**src/rtl/bdg_pkg.sv**
```systemverilog
// Package: shared helpers for the divided reference clock generator.
// Assumes: callers pass positive counts.
package bdg_pkg;

    // Bits needed to hold values 0 .. n-1 (at least one bit).
    function automatic int bits_for(input int n);
        return (n < 2) ? 1 : $clog2(n);
    endfunction

endpackage

```
**src/rtl/bdg_mod_counter.sv**
```systemverilog
// Module: modulo-PERIOD counter with clock enable and synchronous re-seed.
// Assumes: seed_val is already below PERIOD; seeding wins over counting.
module bdg_mod_counter #(
    parameter int PERIOD = 3,
    parameter int W      = bdg_pkg::bits_for(PERIOD)
) (
    input  logic         clk,
    input  logic         rst_n,
    input  logic         ce,
    input  logic         seed_en,
    input  logic [W-1:0] seed_val,
    output logic [W-1:0] cnt
);
    localparam logic [W-1:0] LAST = W'(PERIOD - 1);

    // Count state: clear on reset, load on seed, else wrap-around increment.
    always_ff @(posedge clk) begin
        if (!rst_n) begin
            cnt <= '0;
        end else if (seed_en) begin
            cnt <= seed_val;
        end else if (ce) begin
            cnt <= (cnt == LAST) ? '0 : cnt + 1'b1;
        end
    end
endmodule

```
**src/rtl/bdg_offset_stage.sv**
```systemverilog
// Module: staging and active registers for one delay value.
// Writes above MAXV are refused and flagged for one cycle. A load copies the
// value staged before the current edge; a write in the same cycle stays pending.
// Assumes: DW >= W.
module bdg_offset_stage #(
    parameter int MAXV = 2,
    parameter int DW   = 6,
    parameter int W    = bdg_pkg::bits_for(MAXV + 1)
) (
    input  logic          clk,
    input  logic          rst_n,
    input  logic          wr_en,
    input  logic [DW-1:0] wr_data,
    input  logic          load,
    output logic [W-1:0]  staged,
    output logic [W-1:0]  active,
    output logic          pending,
    output logic          reject
);
    logic legal;
    logic accept;

    // Range check of the incoming write.
    always_comb begin
        legal  = (wr_data <= DW'(MAXV));
        accept = wr_en && legal;
    end

    // Staging register: takes only accepted writes.
    always_ff @(posedge clk) begin
        if (!rst_n)      staged <= '0;
        else if (accept) staged <= wr_data[W-1:0];
    end

    // Active register: takes the staged value on a load.
    always_ff @(posedge clk) begin
        if (!rst_n)    active <= '0;
        else if (load) active <= staged;
    end

    // Pending flag: set by an accepted write, cleared by a load alone.
    always_ff @(posedge clk) begin
        if (!rst_n)      pending <= 1'b0;
        else if (accept) pending <= 1'b1;
        else if (load)   pending <= 1'b0;
    end

    // Reject flag: one cycle after an out-of-range write.
    always_ff @(posedge clk) begin
        if (!rst_n) reject <= 1'b0;
        else        reject <= wr_en && !legal;
    end
endmodule

```
**src/rtl/bdg_shift_path.sv**
```systemverilog
// Module: one delayed wave path. A free-running modulo-PERIOD counter that,
// on a load, is re-seeded to (reference next count - new delay) mod PERIOD, so
// its wave is the reference wave delayed by the new delay from the next cycle.
// Assumes: ref_next is the reference count after this edge; new_delay < PERIOD.
module bdg_shift_path #(
    parameter int PERIOD = 3,
    parameter int HIGH   = 2,
    parameter int W      = bdg_pkg::bits_for(PERIOD)
) (
    input  logic         clk,
    input  logic         rst_n,
    input  logic         load,
    input  logic [W-1:0] ref_next,
    input  logic [W-1:0] new_delay,
    output logic         level
);
    logic [W:0]   diff;
    logic [W-1:0] seed;
    logic [W-1:0] cnt;

    // Seed arithmetic: modular subtraction without a divider.
    always_comb begin
        diff = {1'b0, ref_next} + (W+1)'(PERIOD) - {1'b0, new_delay};
        if (diff >= (W+1)'(PERIOD)) diff = diff - (W+1)'(PERIOD);
        seed = diff[W-1:0];
    end

    bdg_mod_counter #(.PERIOD(PERIOD), .W(W)) u_cnt (
        .clk      (clk),
        .rst_n    (rst_n),
        .ce       (1'b1),
        .seed_en  (load),
        .seed_val (seed),
        .cnt      (cnt)
    );

    // Wave level decoded from the count.
    always_comb level = (cnt < W'(HIGH));
endmodule

```
**src/rtl/bucket_divgen.sv**
```systemverilog
// Module: top of the divided reference clock generator. A modulo-MID_DIV
// counter makes the middle-rate wave; a modulo-LOW_MULT counter advanced on
// each middle-rate wrap makes the low-rate wave. Two shift paths produce the
// delayed copies, steered by two offset stages behind one write port.
// Assumes: LOW_MULT is even; MID_DIV >= 2.
module bucket_divgen #(
    parameter int MID_DIV  = 3,
    parameter int LOW_MULT = 12,
    parameter int MW       = bdg_pkg::bits_for(MID_DIV),
    parameter int LW       = bdg_pkg::bits_for(MID_DIV * LOW_MULT),
    parameter int WR_W     = LW
) (
    input  logic            clk,
    input  logic            rst_n,
    input  logic            wr_en,
    input  logic            wr_sel,
    input  logic [WR_W-1:0] wr_data,
    input  logic            load_strb,
    output logic            cw_mid,
    output logic            cw_low,
    output logic            sh_mid,
    output logic            sh_low,
    output logic [MW-1:0]   staged_mid,
    output logic [LW-1:0]   staged_low,
    output logic [MW-1:0]   active_mid,
    output logic [LW-1:0]   active_low,
    output logic            pending,
    output logic            wr_err
);
    localparam int LOW_DIV  = MID_DIV * LOW_MULT;
    localparam int MID_HIGH = MID_DIV - 1;
    localparam int LOW_HIGH = LOW_DIV / 2;
    localparam int CW       = bdg_pkg::bits_for(LOW_MULT);

    logic [MW-1:0] mid_cnt;
    logic [CW-1:0] crs_cnt;
    logic          mid_wrap;
    logic [MW-1:0] mid_next;
    logic [LW-1:0] low_abs;
    logic [LW-1:0] low_next;
    logic          pend_mid, pend_low;
    logic          rej_mid, rej_low;

    // Reference middle-rate counter, never re-seeded.
    bdg_mod_counter #(.PERIOD(MID_DIV), .W(MW)) u_mid (
        .clk      (clk),
        .rst_n    (rst_n),
        .ce       (1'b1),
        .seed_en  (1'b0),
        .seed_val ('0),
        .cnt      (mid_cnt)
    );

    // Middle-rate wrap drives the coarse low-rate counter.
    always_comb mid_wrap = (mid_cnt == MW'(MID_DIV - 1));

    // Coarse low-rate counter: counts whole middle-rate periods.
    bdg_mod_counter #(.PERIOD(LOW_MULT), .W(CW)) u_crs (
        .clk      (clk),
        .rst_n    (rst_n),
        .ce       (mid_wrap),
        .seed_en  (1'b0),
        .seed_val ('0),
        .cnt      (crs_cnt)
    );

    // Continuous wave decode.
    always_comb begin
        cw_mid = (mid_cnt < MW'(MID_HIGH));
        cw_low = (crs_cnt < CW'(LOW_MULT / 2));
    end

    // Reference counts after this edge, used to seed the shift paths.
    always_comb begin
        mid_next = mid_wrap ? '0 : mid_cnt + 1'b1;
        low_abs  = LW'(crs_cnt) * LW'(MID_DIV) + LW'(mid_cnt);
        low_next = (low_abs == LW'(LOW_DIV - 1)) ? '0 : low_abs + 1'b1;
    end

    bdg_offset_stage #(.MAXV(MID_DIV - 1), .DW(WR_W), .W(MW)) u_stg_mid (
        .clk     (clk),
        .rst_n   (rst_n),
        .wr_en   (wr_en && !wr_sel),
        .wr_data (wr_data),
        .load    (load_strb),
        .staged  (staged_mid),
        .active  (active_mid),
        .pending (pend_mid),
        .reject  (rej_mid)
    );

    bdg_offset_stage #(.MAXV(LOW_DIV - 1), .DW(WR_W), .W(LW)) u_stg_low (
        .clk     (clk),
        .rst_n   (rst_n),
        .wr_en   (wr_en && wr_sel),
        .wr_data (wr_data),
        .load    (load_strb),
        .staged  (staged_low),
        .active  (active_low),
        .pending (pend_low),
        .reject  (rej_low)
    );

    bdg_shift_path #(.PERIOD(MID_DIV), .HIGH(MID_HIGH), .W(MW)) u_sh_mid (
        .clk       (clk),
        .rst_n     (rst_n),
        .load      (load_strb),
        .ref_next  (mid_next),
        .new_delay (staged_mid),
        .level     (sh_mid)
    );

    bdg_shift_path #(.PERIOD(LOW_DIV), .HIGH(LOW_HIGH), .W(LW)) u_sh_low (
        .clk       (clk),
        .rst_n     (rst_n),
        .load      (load_strb),
        .ref_next  (low_next),
        .new_delay (staged_low),
        .level     (sh_low)
    );

    // Combined status flags.
    always_comb begin
        pending = pend_mid || pend_low;
        wr_err  = rej_mid || rej_low;
    end
endmodule

```
**config.mk**
```make
export PLATFORM = sky130hd
export DESIGN_NAME = bucket_divgen
export DESIGN_NICKNAME = d
export VERILOG_FILES = /design/src/rtl/bdg_pkg.sv /design/src/rtl/bdg_mod_counter.sv /design/src/rtl/bdg_offset_stage.sv /design/src/rtl/bdg_shift_path.sv /design/src/rtl/bucket_divgen.sv
export SDC_FILE = /design/constraint.sdc
export NUM_CORES = 1
export LEC_CHECK = 0
export ABC_AREA = 1
export BUFFER_PORTS_ARGS = -buffer_cell sky130_fd_sc_hd__buf_2
export CELL_PAD_IN_SITES_DETAIL_PLACEMENT = 0
export CELL_PAD_IN_SITES_GLOBAL_PLACEMENT = 1
export CORE_ASPECT_RATIO = 2
export CORE_MARGIN = 4
export CORE_UTILIZATION = 30
export DETAILED_ROUTE_END_ITERATION = 10
export GPL_ROUTABILITY_DRIVEN = 0
export PLACE_DENSITY_LB_ADDON = 0.1
export SYNTH_ARGS = -nofsm -noshare
export SYNTH_HDL_FRONTEND = slang
export SYNTH_SLANG_ARGS = --single-unit
```
**constraint.sdc**
```tcl
create_clock -name clk -period 4.65 [get_ports clk]
set_input_delay 0.93 -clock clk [delete_from_list [all_inputs] [get_ports clk]]
set_output_delay 0.93 -clock clk [all_outputs]
set_load 0.01 [all_outputs]
```
* Word level (Yosys, flattened, before mapping)
Cells that the tools add are included.
** Word-level totals
- Output and inout bits :: 22
- Register bits :: 34
- Input bits :: 11
- Word-level logic and storage cells :: 63
** Operators by class
- Equal/unequal tests :: 5
- Add/subtract/negate cells :: 12
- Muxes and demuxes :: 12
- Order comparisons :: 8
- Multipliers :: 1
- Reductions and logical operators :: 13
** Operator list (number)
- $mux W6 :: 4
- $add A6 B1 Y6 const B :: 2
- $eq A6 B6 Y1 const B :: 2
- $mux W2 :: 4
- $add A6 B6 Y7 const B :: 1
- $ge A7 B6 Y1 const B :: 1
- $sub A7 B6 Y7 :: 1
- $add A6 B2 Y6 :: 1
- $le A6 B2 Y1 const B :: 1
- $le A6 B6 Y1 const B :: 1
- $logic_and A1 B1 Y1 :: 6
- $lt A6 B5 Y1 const B :: 1
- $mul A4 B2 Y6 const B :: 1
- $sub A6 B6 Y6 const B :: 1
- $add A2 B1 Y2 const B :: 2
- $add A4 B1 Y4 const B :: 1
- $eq A2 B2 Y1 const B :: 2
- $eq A4 B4 Y1 const B :: 1
- $lt A2 B2 Y1 const B :: 2
- $lt A4 B3 Y1 const B :: 1
- $mux W4 :: 1
- $reduce_bool A2 Y1 :: 2
- $add A2 B2 Y3 const B :: 1
- $ge A3 B2 Y1 const B :: 1
- 5 further kinds :: 10

* Logic depth before layout (Yosys ltp)
Gate-level depths: netlist of run 1.
- Depth in word-level cells :: 9
- Mapped depth :: 27
- Gate-level depth less buffers :: 27

* Hierarchy
Synthesis of run 1 repeated with hierarchy kept, for this count alone.
** Unflattened totals
- Cells, all modules :: 393
- Area total of the unflattened synthesis :: 2702.6 sq um
** By module, submodules not included
- bdg_offset_stage at u_stg_low :: times used 1, cells an instance 68, area an instance 549.3 sq um, sequential area each 280.3 sq um
- bdg_shift_path at u_sh_low :: times used 1, cells an instance 78, area an instance 510.5 sq um, sequential area each 0.0 sq um
- bucket_divgen :: times used 1, cells an instance 72, area an instance 437.9 sq um, sequential area each 0.0 sq um
- bdg_mod_counter at u_sh_low.u_cnt :: times used 1, cells an instance 54, area an instance 379.1 sq um, sequential area each 120.1 sq um
- bdg_offset_stage at u_stg_mid :: times used 1, cells an instance 30, area an instance 260.2 sq um, sequential area each 120.1 sq um
- bdg_mod_counter at u_crs :: times used 1, cells an instance 33, area an instance 237.7 sq um, sequential area each 80.1 sq um
- bdg_mod_counter at u_mid ... :: times used 2, cells an instance 20, area an instance 110.1 sq um, sequential area each 40.0 sq um
- bdg_shift_path at u_sh_mid :: times used 1, cells an instance 18, area an instance 107.6 sq um, sequential area each 0.0 sq um

* Worst setup path after synthesis of run 1
No wires, ideal clock.
- Kind :: reg2reg
- From :: reg u_mid.cnt[1]
- To :: reg u_sh_low.u_cnt.cnt[2]
- Arrival time :: 3609 ps
- Stages on the path, launching flop included :: 24
- Buffers on the path :: 0
- Setup time :: 133 ps
- Required time :: 4517 ps
- Period minus slack after synthesis :: 3743 ps
- Setup slack :: 907 ps
- Cells stage by stage :: dfxtp_1 -> fa_1 -> ha_1 -> fa_1 -> a21oi_1 -> nor3_1 -> nand3_1 -> nand2_1 -> ha_1 -> inv_1 -> ha_1 -> inv_1 -> fa_1 -> nand2_1 -> nand2_2 -> inv_1 -> ha_1 -> inv_1 -> nor3_1 -> nand3_2 -> nand3_2 -> nand2_1 -> nand3_1 -> a21oi_2
** Between the ends
- Cells in the longest elaborated chain, start to end :: 8
- Elaborated cells on any way between the ends :: 10
- Those cells by class :: add/sub (5); order compare (1); eq/ne (1); mux (3)
** RTL lines
- from (decl) :: line bdg_mod_counter.sv:12 : output logic [W-1:0] cnt
- from (signal assigned) :: line bdg_mod_counter.sv:21 : cnt <= seed_val;
- from (signal assigned) :: line bdg_mod_counter.sv:23 : cnt <= (cnt == LAST) ? '0 : cnt + 1'b1;
- $add A6 B2 Y6 * :: line bucket_divgen.sv:76 : low_abs = LW'(crs_cnt) * LW'(MID_DIV) + LW'(mid_cnt);
- $add A6 B1 Y6 or $eq A6 B6 Y1 (tied branches) :: line bucket_divgen.sv:77 : low_next = (low_abs == LW'(LOW_DIV - 1)) ? '0 : low_abs + 1'b1;
- $mux W6 * :: line bucket_divgen.sv:77
- $add A6 B6 Y7 * :: line bdg_shift_path.sv:23 : diff = {1'b0, ref_next} + (W+1)'(PERIOD) - {1'b0, new_delay};
- $sub A7 B6 Y7 * :: line bdg_shift_path.sv:23
- $sub A6 B6 Y6 or $ge A7 B6 Y1 (tied branches) :: line bdg_shift_path.sv:24 : if (diff >= (W+1)'(PERIOD)) diff = diff - (W+1)'(PERIOD);
- $mux W6 * :: line bdg_shift_path.sv:24
- $mux W6 * :: line bdg_mod_counter.sv:20 : end else if (seed_en) begin
- to (signal assigned) :: line bdg_mod_counter.sv:21
- to (signal assigned) :: line bdg_mod_counter.sv:23
- to (decl) :: line bdg_mod_counter.sv:12
Mark *: on every way between the ends. The rest lies on a longest branch, timed or not.
A chain may end at the register's enable or synchronous reset.

* Final worst setup path of run 1
Same ends and word-level chain as after synthesis.

==> flow_summary_export.csv, run 1 <==
group,metric,value,unit
floorplan,ios,33,
clocking,clock-sinks,34,
clocking,clockBufferDepth,2,
worst_setup_path,path_class,"flop to flop",
power,internal-power,0.755,mW
layout,ff_latch_area,681,sq um
power,p_clk_share,39.7,%
drt,first_pass_iters,4,
timing,rsz0062_at_grt,"no",
floorplan,die_height,131,microns
timing,fmax,244,MHz
layout,multi_input_area,1350,sq um
worst_setup_path,reg2reg_setup_slack,540,ps
synthesis,yosysMostFrequentCell,"inv_1",
synthesis,synthSimpleGateAreaFrac,24.7,%
worst_setup_path,crit_arrival,4250,ps
worst_setup_path,end_kind,"flop",
timing,worst_pin_slew,600,ps
floorplan,core,7270,sq um
placement,dp_hpwl,4980,microns
synthesis,syn-num-nets,344,
clocking,cts-buffers-inserted,5,
timing,slew_viol_final,0,
floorplan,dieArea,9040,sq um
drt,drt-initial-drc-count,35,
clocking,cts_tree,"done",
clocking,worstSkewPairLatency,290,ps
power,cellLeakagePower,1.32,nW
run_status,status,"completed",
drt,wire_per_inst,14.5,microns
floorplan,rows,44,
timing,setup_viol,0,
worst_setup_path,critPathMaxFanout,6,
synthesis,synth_xor_area_share,2.72,%
min_path,hold_class,"flop to flop",
timing,hold_viol,0,
power,seq_power_share,30.5,%
layout,synthToLayoutAreaGrowth,19.6,%
drt,ant_nets,0,
timing,tns,0,ps
power,switchingPower,0.363,mW
drt,post-route-drc-count,0,
power,swShare,32.4,%
global_routing,grt_usage,14.6,%
synthesis,synth_seq_cells,34,
layout,final_net_count,377,
synthesis,yosysTopAreaCellShare,30.2,%
global_routing,antenna_found_initial,0,
synthesis,synth_area_per_cell,7.46,sq um
synthesis,synth_top_family_by_area,"simple AND/OR/NAND/NOR gates",
drt,viasPerCell,4.71,
timing,period_share,88.3,%
synthesis,syn-cell-area,2250,sq um
clocking,cts_resized,0,
floorplan,start_util,31.0,%
placement,numPortBuffers,32,
synthesis,synth-warning-count,0,
power,p_per_area,415,nW/um^2
synthesis,synth.area.mux_share,0,%
power,irDropWorstVdd,234,uV
synthesis,synth.area.top_cells,"dfxtp_1 30%, ha_1 15%, inv_1 8.3%",
layout,fill_cells,817,
layout,post-route-util,37.1,%
worst_setup_path,critical_path_required,4800,ps
clocking,cts-root-buf,"clkbuf_16",
placement,placed_cell_area,2500,sq um
synthesis,ys_top_cells_by_count,"50 x inv_1, 41 x nand2_1, 34 x dfxtp_1, 29 x nor2_1, 27 x ha_1",
floorplan,chipWidth,69.3,microns
global_routing,grt_overflow,0,
clocking,htreeDepth,2,
synthesis,synth_top_area_cell,"dfxtp_1",
clocking,path_clk_slew,60,ps
drt,num_vias,2015,
power,p_comb_share,29.8,%
global_routing,grt_pass1_wl,10100,microns
synthesis,synth_compound_area_share,14.1,%
synthesis,synthArstFlopShare,0,%
global_routing,grt_pass1_vias,2114,
clocking,postCtsSetupRepairBufs,0,
layout,drive_gt1_share,17.9,%
layout,antenna_cells,0,
layout,fin_area,2690,sq um
timing,skew,8.61,ps
global_routing,grt_max_degree,23,
timing,maxSlewHeadroom,59.9,%
synthesis,synth-edff-count,0,
drt,wl,6190,microns
worst_setup_path,cp-start-kind,"flop",
synthesis,synthCells,302,
timing,period_needed,4110,ps
synthesis,yosys.area_share.adder,18.6,%
synthesis,ys_seq_area_share,30.2,%
synthesis,synth_cell_types,32,
clocking,hold_buffers,0,
run,max-cap-violations,0,
synthesis,ys.flop_type,"dfxtp_1",
cell type report:
type,instances,share of cell area [%]
Sequential cell,34,25.3
Timing Repair Buffer,32,5.95
Multi-Input combinational cell,211,50.2
Clock buffer,5,4.65
Clock inverter,3,2.56
Inverter,51,7.11
Tap cell,92,4.28
sequential cells by signal, indices dropped and copies added, names as in the netlist:
register	flops
u_stg_mid.reject	1
u_stg_low.reject	1
u_crs.cnt	4
u_stg_mid.staged	2
u_mid.cnt	2
u_stg_low.staged	6
u_stg_mid.active	2
u_sh_low.u_cnt.cnt	6
u_stg_low.pending	1
u_stg_low.active	6
u_sh_mid.u_cnt.cnt	2
u_stg_mid.pending	1
metal layers:
layer | part of all wire [%] | up-vias | GRT usage, % | routed length (microns)
li1 | - | 1049 | - | -
met1 | 35 | 914 | 12.9 | 2160
met2 | 58 | 37 | 29.6 | 3610
met3 | 3.1 | 15 | 3.14 | 192
met4 | 3.6 | 0 | 8.63 | 221
met5 | 0 | - | 0 | 0
critical path, cell delays in order (launching register included):
cell	delay, ps
dfxtp_1	470
fa_1	450
ha_1	240
fa_1	410
a21oi_1	250
nor3_1	70
nand3_1	120
nand2_1	70
ha_1	170
inv_1	60
ha_1	200
inv_1	70
fa_1	370
nand2_1	90
nand2_2	60
inv_1	100
ha_1	150
inv_1	40
nor3_1	160
nand3_2	140
nand3_2	100
nand2_1	60
nand3_1	100
a21oi_2	50
worst paths after layout:
path                                        from                               end  cells past startpoint
setup / recovery         u_mid.cnt[1]$_SDFF_PN0_  u_sh_low.u_cnt.cnt[2]$_SDFF_PN0_                     23
setup reg to reg         u_mid.cnt[1]$_SDFF_PN0_  u_sh_low.u_cnt.cnt[2]$_SDFF_PN0_                     23
hold / removal    u_stg_mid.pending$_SDFFE_PN0P_    u_stg_mid.pending$_SDFFE_PN0P_                      2
hold reg to reg   u_stg_mid.pending$_SDFFE_PN0P_    u_stg_mid.pending$_SDFFE_PN0P_                      2
power by group through the flow:
stage,clock [mW],combinational [mW],sequential [mW]
floorplan,0,0.255,0.344
global placement,0,0.336,0.347
detailed placement,0,0.338,0.348
CTS,0.455,0.341,0.341
global route,0.465,0.395,0.345
finish,0.444,0.333,0.341
per-stage QoR:
| step | power (mW) | setup WS (ps) | hold slack [ps] | std cells |
|---|---|---|---|---|
| after global routing | 1.20 | 253 | 492 | 428 |
| after detailed placement | 0.686 | 557 | 456 | 420 |
| after CTS | 1.14 | 547 | 464 | 428 |
| after floorplan | 0.599 | 907 | 439 | 302 |
| after global placement | 0.683 | 607 | 448 | 420 |
| final | 1.12 | 544 | 462 | 428 |
logic make-up after synthesis:
group / Yosys count
DFF: 34
buffers and inverters: 57
AOI/OAI and AO/OA: 57
and+or+nand+nor: 116
xor gates and xnor gates: 7
adders and majority gates: 31
cells in the final DEF (no fill, tap or decap):
cell and instances:
nand3_1 16, inv_1 50, nand3b_1 1, nand3_2 6
buf_2 32, nor2_2 1, o21ai_0 21, nor3_1 8
a21oi_2 4, ha_1 27, o211ai_1 1, xnor2_1 3
nor4_1 1, clkinv_4 1, nand2_1 41, fa_1 4
xor2_1 4, nor2_1 29, nand2_2 4, a22oi_1 1
bufinv_16 2, clkbuf_16 5, or2_2 3, nand2_4 2
nor3b_1 1, dfxtp_1 34, clkinv_1 1, o21bai_1 1
a211oi_1 3, a31oi_1 1, nand4_1 3, a21oi_1 25
No activity file was read; power rests on OpenSTA's default activity.
==> inputs of run 2 (changes only) <==
==> constraint.sdc (replaced) <==
create_clock -name clk -period 4.21 [get_ports clk]
set_input_delay 0.842 -clock clk [delete_from_list [all_inputs] [get_ports clk]]
set_output_delay 0.842 -clock clk [all_outputs]
set_load 0.01 [all_outputs]
==> flow_summary_export.csv, run 2 (same netlist as run 1, synthesis figures left out) <==
group,metric,value,unit
run_status,status,"completed",
timing,period_needed,3940,ps
clocking,htreeDepth,2,
floorplan,start_util,31.0,%
timing,rsz0062_at_grt,"no",
timing,setup_viol,0,
clocking,clock-sinks,34,
drt,wl,6190,microns
drt,drt-initial-drc-count,60,
worst_setup_path,cpMostUsedCell,"inv_1",
layout,layout_commonest_cell,"inv_1",
worst_setup_path,path_class,"flop to flop",
placement,numPortBuffers,32,
global_routing,grt_overflow,0,
clocking,cts-root-buf,"clkbuf_16",
clocking,cts_tree,"done",
floorplan,ios,33,
drt,first_pass_iters,4,
timing,period_share,93.5,%
layout,mostFrequentLayoutCells,"50 x inv_1, 40 x nand2_1, 32 x buf_2, 32 x dfxtp_1, 29 x nor2_1",
layout,antenna_cells,0,
floorplan,core,7270,sq um
worst_setup_path,crit_family,"adder cells",
clocking,postCtsSetupRepairBufs,0,
clocking,path_clk_slew,50,ps
power,irDropWorstVdd,186,uV
layout,final_net_count,378,
placement,dp_hpwl,4980,microns
timing,worst_pin_slew,616,ps
global_routing,antenna_found_initial,0,
layout,fill_cells,820,
worst_setup_path,critical_path_required,4350,ps
worst_setup_path,crit_arrival,4080,ps
global_routing,grt_usage,14.5,%
worst_setup_path,cp_cell_sequence,"fa_1, ha_1, fa_2, nand3_1, nor2_1, inv_1, nand2_1, inv_1, ha_1, ha_2, inv_1, nand2_1, nand2_2, inv_1, ha_1, inv_1, nor3_1, nand3_2, nand3_2, nand2_1, nand3_1, a21oi_2",
drt,post-route-drc-count,0,
power,cellLeakagePower,1.31,nW
timing,maxSlewHeadroom,58.9,%
layout,largestRegisters,"u_sh_low.u_cnt.cnt (6), u_stg_low.active (6), u_stg_low.staged (6)",
global_routing,grt_pass1_wl,10200,microns
layout,ff_latch_area,683,sq um
worst_setup_path,critPathMaxStageDelay,570,ps
power,p_per_area,436,nW/um^2
worst_setup_path,cp_slowest_cell,"fa_2",
layout,synthToLayoutAreaGrowth,20.2,%
layout,multi_input_area,1380,sq um
floorplan,chipWidth,69.3,microns
floorplan,dieArea,9040,sq um
clocking,clockBufferDepth,2,
global_routing,grt_pass1_vias,2100,
floorplan,die_height,131,microns
timing,fmax,254,MHz
worst_setup_path,cp-start-kind,"flop",
clocking,cts-buffers-inserted,5,
layout,drive_gt1_share,20.5,%
timing,skew,4.26,ps
timing,tns,0,ps
global_routing,grt_max_degree,23,
worst_setup_path,critPathMaxFanout,7,
floorplan,rows,44,
run,max-cap-violations,0,
drt,wire_per_inst,14.5,microns
drt,num_vias,2013,
clocking,worstSkewPairLatency,280,ps
drt,viasPerCell,4.70,
worst_setup_path,end_kind,"flop",
timing,slew_viol_final,0,
min_path,hold_class,"flop to flop",
timing,hold_viol,0,
worst_setup_path,path_buf_inv,5,
drt,ant_nets,0,
layout,post-route-util,37.2,%
[run 2: changes by cell type in the layout (fill, tap and decap cells not counted), moves of 2 or more]
cell,delta
xnor2_2,+2
ha_1,-2
ha_2,+2
xnor2_1,-2
dfxtp_2,+2
dfxtp_1,-2
[run 2: area by class of cell]
| cell class | instances | area share (%) |
|---|---|---|
| sequential | 34 | 25.2 |
| timing repair buffer | 33 | 6.20 |
| multi-input combinational | 211 | 51.0 |
| clock inverter | 1 | 1.11 |
| tap | 92 | 4.25 |
| inverter | 51 | 7.07 |
| clock buffer | 6 | 5.13 |
[run 2: power by group]
part / switching, mW / internal (mW) / total (mW) / leakage, nW
clock: 0.136 / 0.292 / 0.428 / 0.0829
combinational: 0.229 / 0.147 / 0.376 / 0.949
sequential: 0.0238 / 0.351 / 0.375 / 0.280
total: 0.389 / 0.790 / 1.18 / 1.31
[run 2: per-layer routing]
layer / global-route usage [%] / vias up / share of wire (%)
met1: 14.0 / 920 / 37
met3: 2.37 / 9 / 2.4
met4: 6.10 / 0 / 1.7
met5: 0 / - / 0
li1: - / 1052 / -
met2: 29.7 / 32 / 58
[run 2: worst reg2reg max path: stages, from the launching register on]
cell and delay, ps:
dfxtp_1 330, fa_1 480, ha_1 240, fa_2 570, nand3_1 130, nor2_1 130
inv_1 70, nand2_1 60, inv_1 40, ha_1 270, ha_2 400, inv_1 50
nand2_1 70, nand2_2 60, inv_1 100, ha_1 160, inv_1 40, nor3_1 180
nand3_2 140, nand3_2 100, nand2_1 60, nand3_1 90, a21oi_2 50
[run 2: worst paths after layout]
path                                                startpoint  slack [ps]  cells after the start                                to
worst max-delay path                   u_mid.cnt[1]$_SDFF_PN0_         270                     22  u_sh_low.u_cnt.cnt[2]$_SDFF_PN0_
worst min-delay path            u_stg_mid.pending$_SDFFE_PN0P_         460                      2    u_stg_mid.pending$_SDFFE_PN0P_
worst max register to register         u_mid.cnt[1]$_SDFF_PN0_         270                     22  u_sh_low.u_cnt.cnt[2]$_SDFF_PN0_
worst min register to register  u_stg_mid.pending$_SDFFE_PN0P_         460                      2    u_stg_mid.pending$_SDFFE_PN0P_
[run 2: repair_timing]
action                     CTS  global route
setup endpoints to repair    0             4
hold buffers                 0             0
gates resized for setup      0             9
[run 2: through the flow]
step / cell area, sq um / cells / hold WS (ps) / worst slack, ps / power [mW]
CTS: 2680 / 428 / 464 / 160 / 1.20
global route: 2710 / 428 / 485 / 0.542 / 1.27
detailed placement: 2510 / 421 / 455 / 168 / 0.759
finish: 2710 / 428 / 460 / 274 / 1.18
global placement: 2510 / 421 / 450 / 221 / 0.756
floorplan: 2250 / 302 / 439 / 467 / 0.662
==> inputs of run 3 (changes only) <==
--- a/config.mk
+++ b/config.mk
@@ -6,7 +6,7 @@
 export NUM_CORES = 1
 export LEC_CHECK = 0
 export ABC_AREA = 1
-export BUFFER_PORTS_ARGS = -buffer_cell sky130_fd_sc_hd__buf_2
+export BUFFER_PORTS_ARGS = -buffer_cell sky130_fd_sc_hd__buf_4
 export CELL_PAD_IN_SITES_DETAIL_PLACEMENT = 0
 export CELL_PAD_IN_SITES_GLOBAL_PLACEMENT = 1
 export CORE_ASPECT_RATIO = 2
@@ -15,6 +15,7 @@
 export DETAILED_ROUTE_END_ITERATION = 10
 export GPL_ROUTABILITY_DRIVEN = 0
 export PLACE_DENSITY_LB_ADDON = 0.1
+export RECOVER_POWER = 50
 export SYNTH_ARGS = -nofsm -noshare
 export SYNTH_HDL_FRONTEND = slang
 export SYNTH_SLANG_ARGS = --single-unit
==> flow_summary_export.csv, run 3 (same netlist as run 1, synthesis figures left out) <==
group,metric,value,unit
power,switchingPower,0.396,mW
placement,numPortBuffers,32,
power,irDropWorstVdd,206,uV
layout,mostFrequentLayoutCells,"50 x inv_1, 41 x nand2_1, 31 x dfxtp_1",
power,p_per_area,433,nW/um^2
clocking,cts_tree,"done",
layout,synthToLayoutAreaGrowth,22.2,%
drt,viasPerCell,4.79,
layout,final_cells,429,
worst_setup_path,cpMostUsedCell,"nand2_1",
worst_setup_path,reg2reg_from,"u_mid.cnt[1]$_SDFF_PN0_",
global_routing,grt_overflow,0,
floorplan,ios,33,
placement,dp_cells,421,
layout,fill_cells,827,
power,power.total,1.19,mW
worst_setup_path,critical_path_required,4350,ps
floorplan,dieArea,9040,sq um
layout,drive_gt1_share,16.6,%
clocking,hold_buffers,0,
worst_setup_path,reg2reg_setup_slack,250,ps
run,max-cap-violations,0,
floorplan,rows,44,
timing,worst_pin_slew,836,ps
worst_setup_path,crit_start,"u_mid.cnt[1]$_SDFF_PN0_",
floorplan,die_height,131,microns
timing,skew,3.06,ps
worst_setup_path,cp-start-kind,"flop",
placement,dp_hpwl,5020,microns
drt,wire_per_inst,14.9,microns
min_path,hold_class,"flop to flop",
clocking,worstSkewPairLatency,280,ps
drt,drt-initial-drc-count,57,
worst_setup_path,crit_end,"u_sh_low.u_cnt.cnt[4]$_SDFF_PN0_",
drt,num_vias,2053,
drt,wl,6370,microns
clocking,cts-buffers-inserted,5,
worst_setup_path,r2r_cells,21,
layout,antenna_cells,0,
global_routing,grt_max_degree,23,
drt,post-route-drc-count,0,
worst_setup_path,path_class,"flop to flop",
timing,maxSlewHeadroom,44.2,%
timing,period_needed,3960,ps
timing,setup_viol,0,
clocking,htreeDepth,2,
timing,slew_viol_final,0,
drt,first_pass_iters,4,
run_status,status,"completed",
worst_setup_path,crit_arrival,4100,ps
layout,final_net_count,379,
clocking,cts-root-buf,"clkbuf_16",
floorplan,start_util,31.0,%
layout,ff_latch_area,684,sq um
worst_setup_path,cp_slowest_cell,"fa_2",
timing,fmax,253,MHz
power,p_clk_share,36.0,%
clocking,path_clk_slew,60,ps
layout,largestRegisters,"u_sh_low.u_cnt.cnt (6), u_stg_low.active (6), u_stg_low.staged (6)",
worst_setup_path,critPathMaxStageDelay,560,ps
layout,layout_commonest_cell,"inv_1",
clocking,clock-sinks,34,
floorplan,chipWidth,69.3,microns
layout,multi_input_area,1390,sq um
worst_setup_path,critPathMaxFanout,5,
clocking,clockBufferDepth,2,
worst_setup_path,end_kind,"flop",
global_routing,grt_pass1_wl,10000,microns
power,swShare,33.2,%
power,cellLeakagePower,1.28,nW
global_routing,grt_usage,14.4,%
global_routing,grt_pass1_vias,2104,
worst_setup_path,cp_cell_sequence,"fa_1, ha_1, fa_2, nand3_1, nor2_1, inv_1, o21ai_0, nand3b_1, ha_1, inv_1, ha_1, nand2_1, inv_1, nand2_1, nand4_1, nand2_2, nand3_2, nand2_1, nand2_1, nand2_1, a21oi_2",
global_routing,antenna_found_initial,0,
drt,ant_nets,0,
power,p_comb_share,32.5,%
floorplan,core,7270,sq um
power,seq_power_share,31.5,%
worst_setup_path,timing.rr.end,"u_sh_low.u_cnt.cnt[4]$_SDFF_PN0_",
timing,hold_viol,0,
timing,period_share,94.1,%
power,internal-power,0.796,mW
## run 3: cell count changes in the layout (fill, tap and decap cells not counted), sizes merged
cell    previous run  this run
buf               33        19
clkbuf             6        21
## run 3: worst max-delay path, delay by kind of cell, from the launching register on
kind	cells	cell delay [ps]
buf+inv	3	170
compound gates	2	200
fa+ha+maj	5	1890
flops	1	330
simple gates	11	1200
## run 3: cell type report
cell class | instances | area share, %
clock buffers | 6 | 5.05
clock inverters | 1 | 1.09
inverters | 51 | 6.96
multi-input cells | 211 | 50.6
flip-flops and latches | 34 | 24.9
well taps | 92 | 4.18
repair buffers | 34 | 7.23
## run 3: worst min path at each step
stage / startpoint / end / cells past startpoint
2_1_floorplan: u_stg_mid.pending$_SDFFE_PN0P_ / u_stg_mid.pending$_SDFFE_PN0P_ / 2
3_3_place_gp: u_stg_mid.pending$_SDFFE_PN0P_ / u_stg_mid.pending$_SDFFE_PN0P_ / 2
3_5_place_dp: u_stg_mid.pending$_SDFFE_PN0P_ / u_stg_mid.pending$_SDFFE_PN0P_ / 2
4_1_cts: u_stg_mid.pending$_SDFFE_PN0P_ / u_stg_mid.pending$_SDFFE_PN0P_ / 2
5_1_grt: u_stg_mid.pending$_SDFFE_PN0P_ / u_stg_mid.pending$_SDFFE_PN0P_ / 2
6_report: u_stg_mid.pending$_SDFFE_PN0P_ / u_stg_mid.pending$_SDFFE_PN0P_ / 2
## run 3: repair_timing
action,CTS,global route
resized for setup,0,11
setup endpoints to repair,0,3
setup buffers,0,1
## run 3: routing by layer
metal,vias up,track usage [%],part of all wire [%]
met5,-,0,0
met1,954,13.1,36
li1,1048,-,-
met3,16,2.60,2.9
met4,0,7.48,3.5
met2,35,29.6,58
## run 3: stage by stage
stage	TNS, ps	utilization [%]	hold WS, ps	worst slack (ps)	instance area (sq um)
after floorplan	0	-	439	467	2250
after global placement	0	35.6	449	240	2590
after detailed placement	0	35.6	454	115	2590
after CTS	0	37.9	463	119	2760
after global routing	-30.4	37.9	485	-19.3	2750
final	0	37.9	463	250	2750
## run 3: power groups by stage
stage / registers (mW) / logic (mW) / clock network, mW
6_report: 0.375 / 0.387 / 0.430
5_1_grt: 0.380 / 0.449 / 0.451
4_1_cts: 0.376 / 0.388 / 0.440
3_5_place_dp: 0.383 / 0.384 / 0
3_3_place_gp: 0.383 / 0.383 / 0
2_1_floorplan: 0.380 / 0.282 / 0
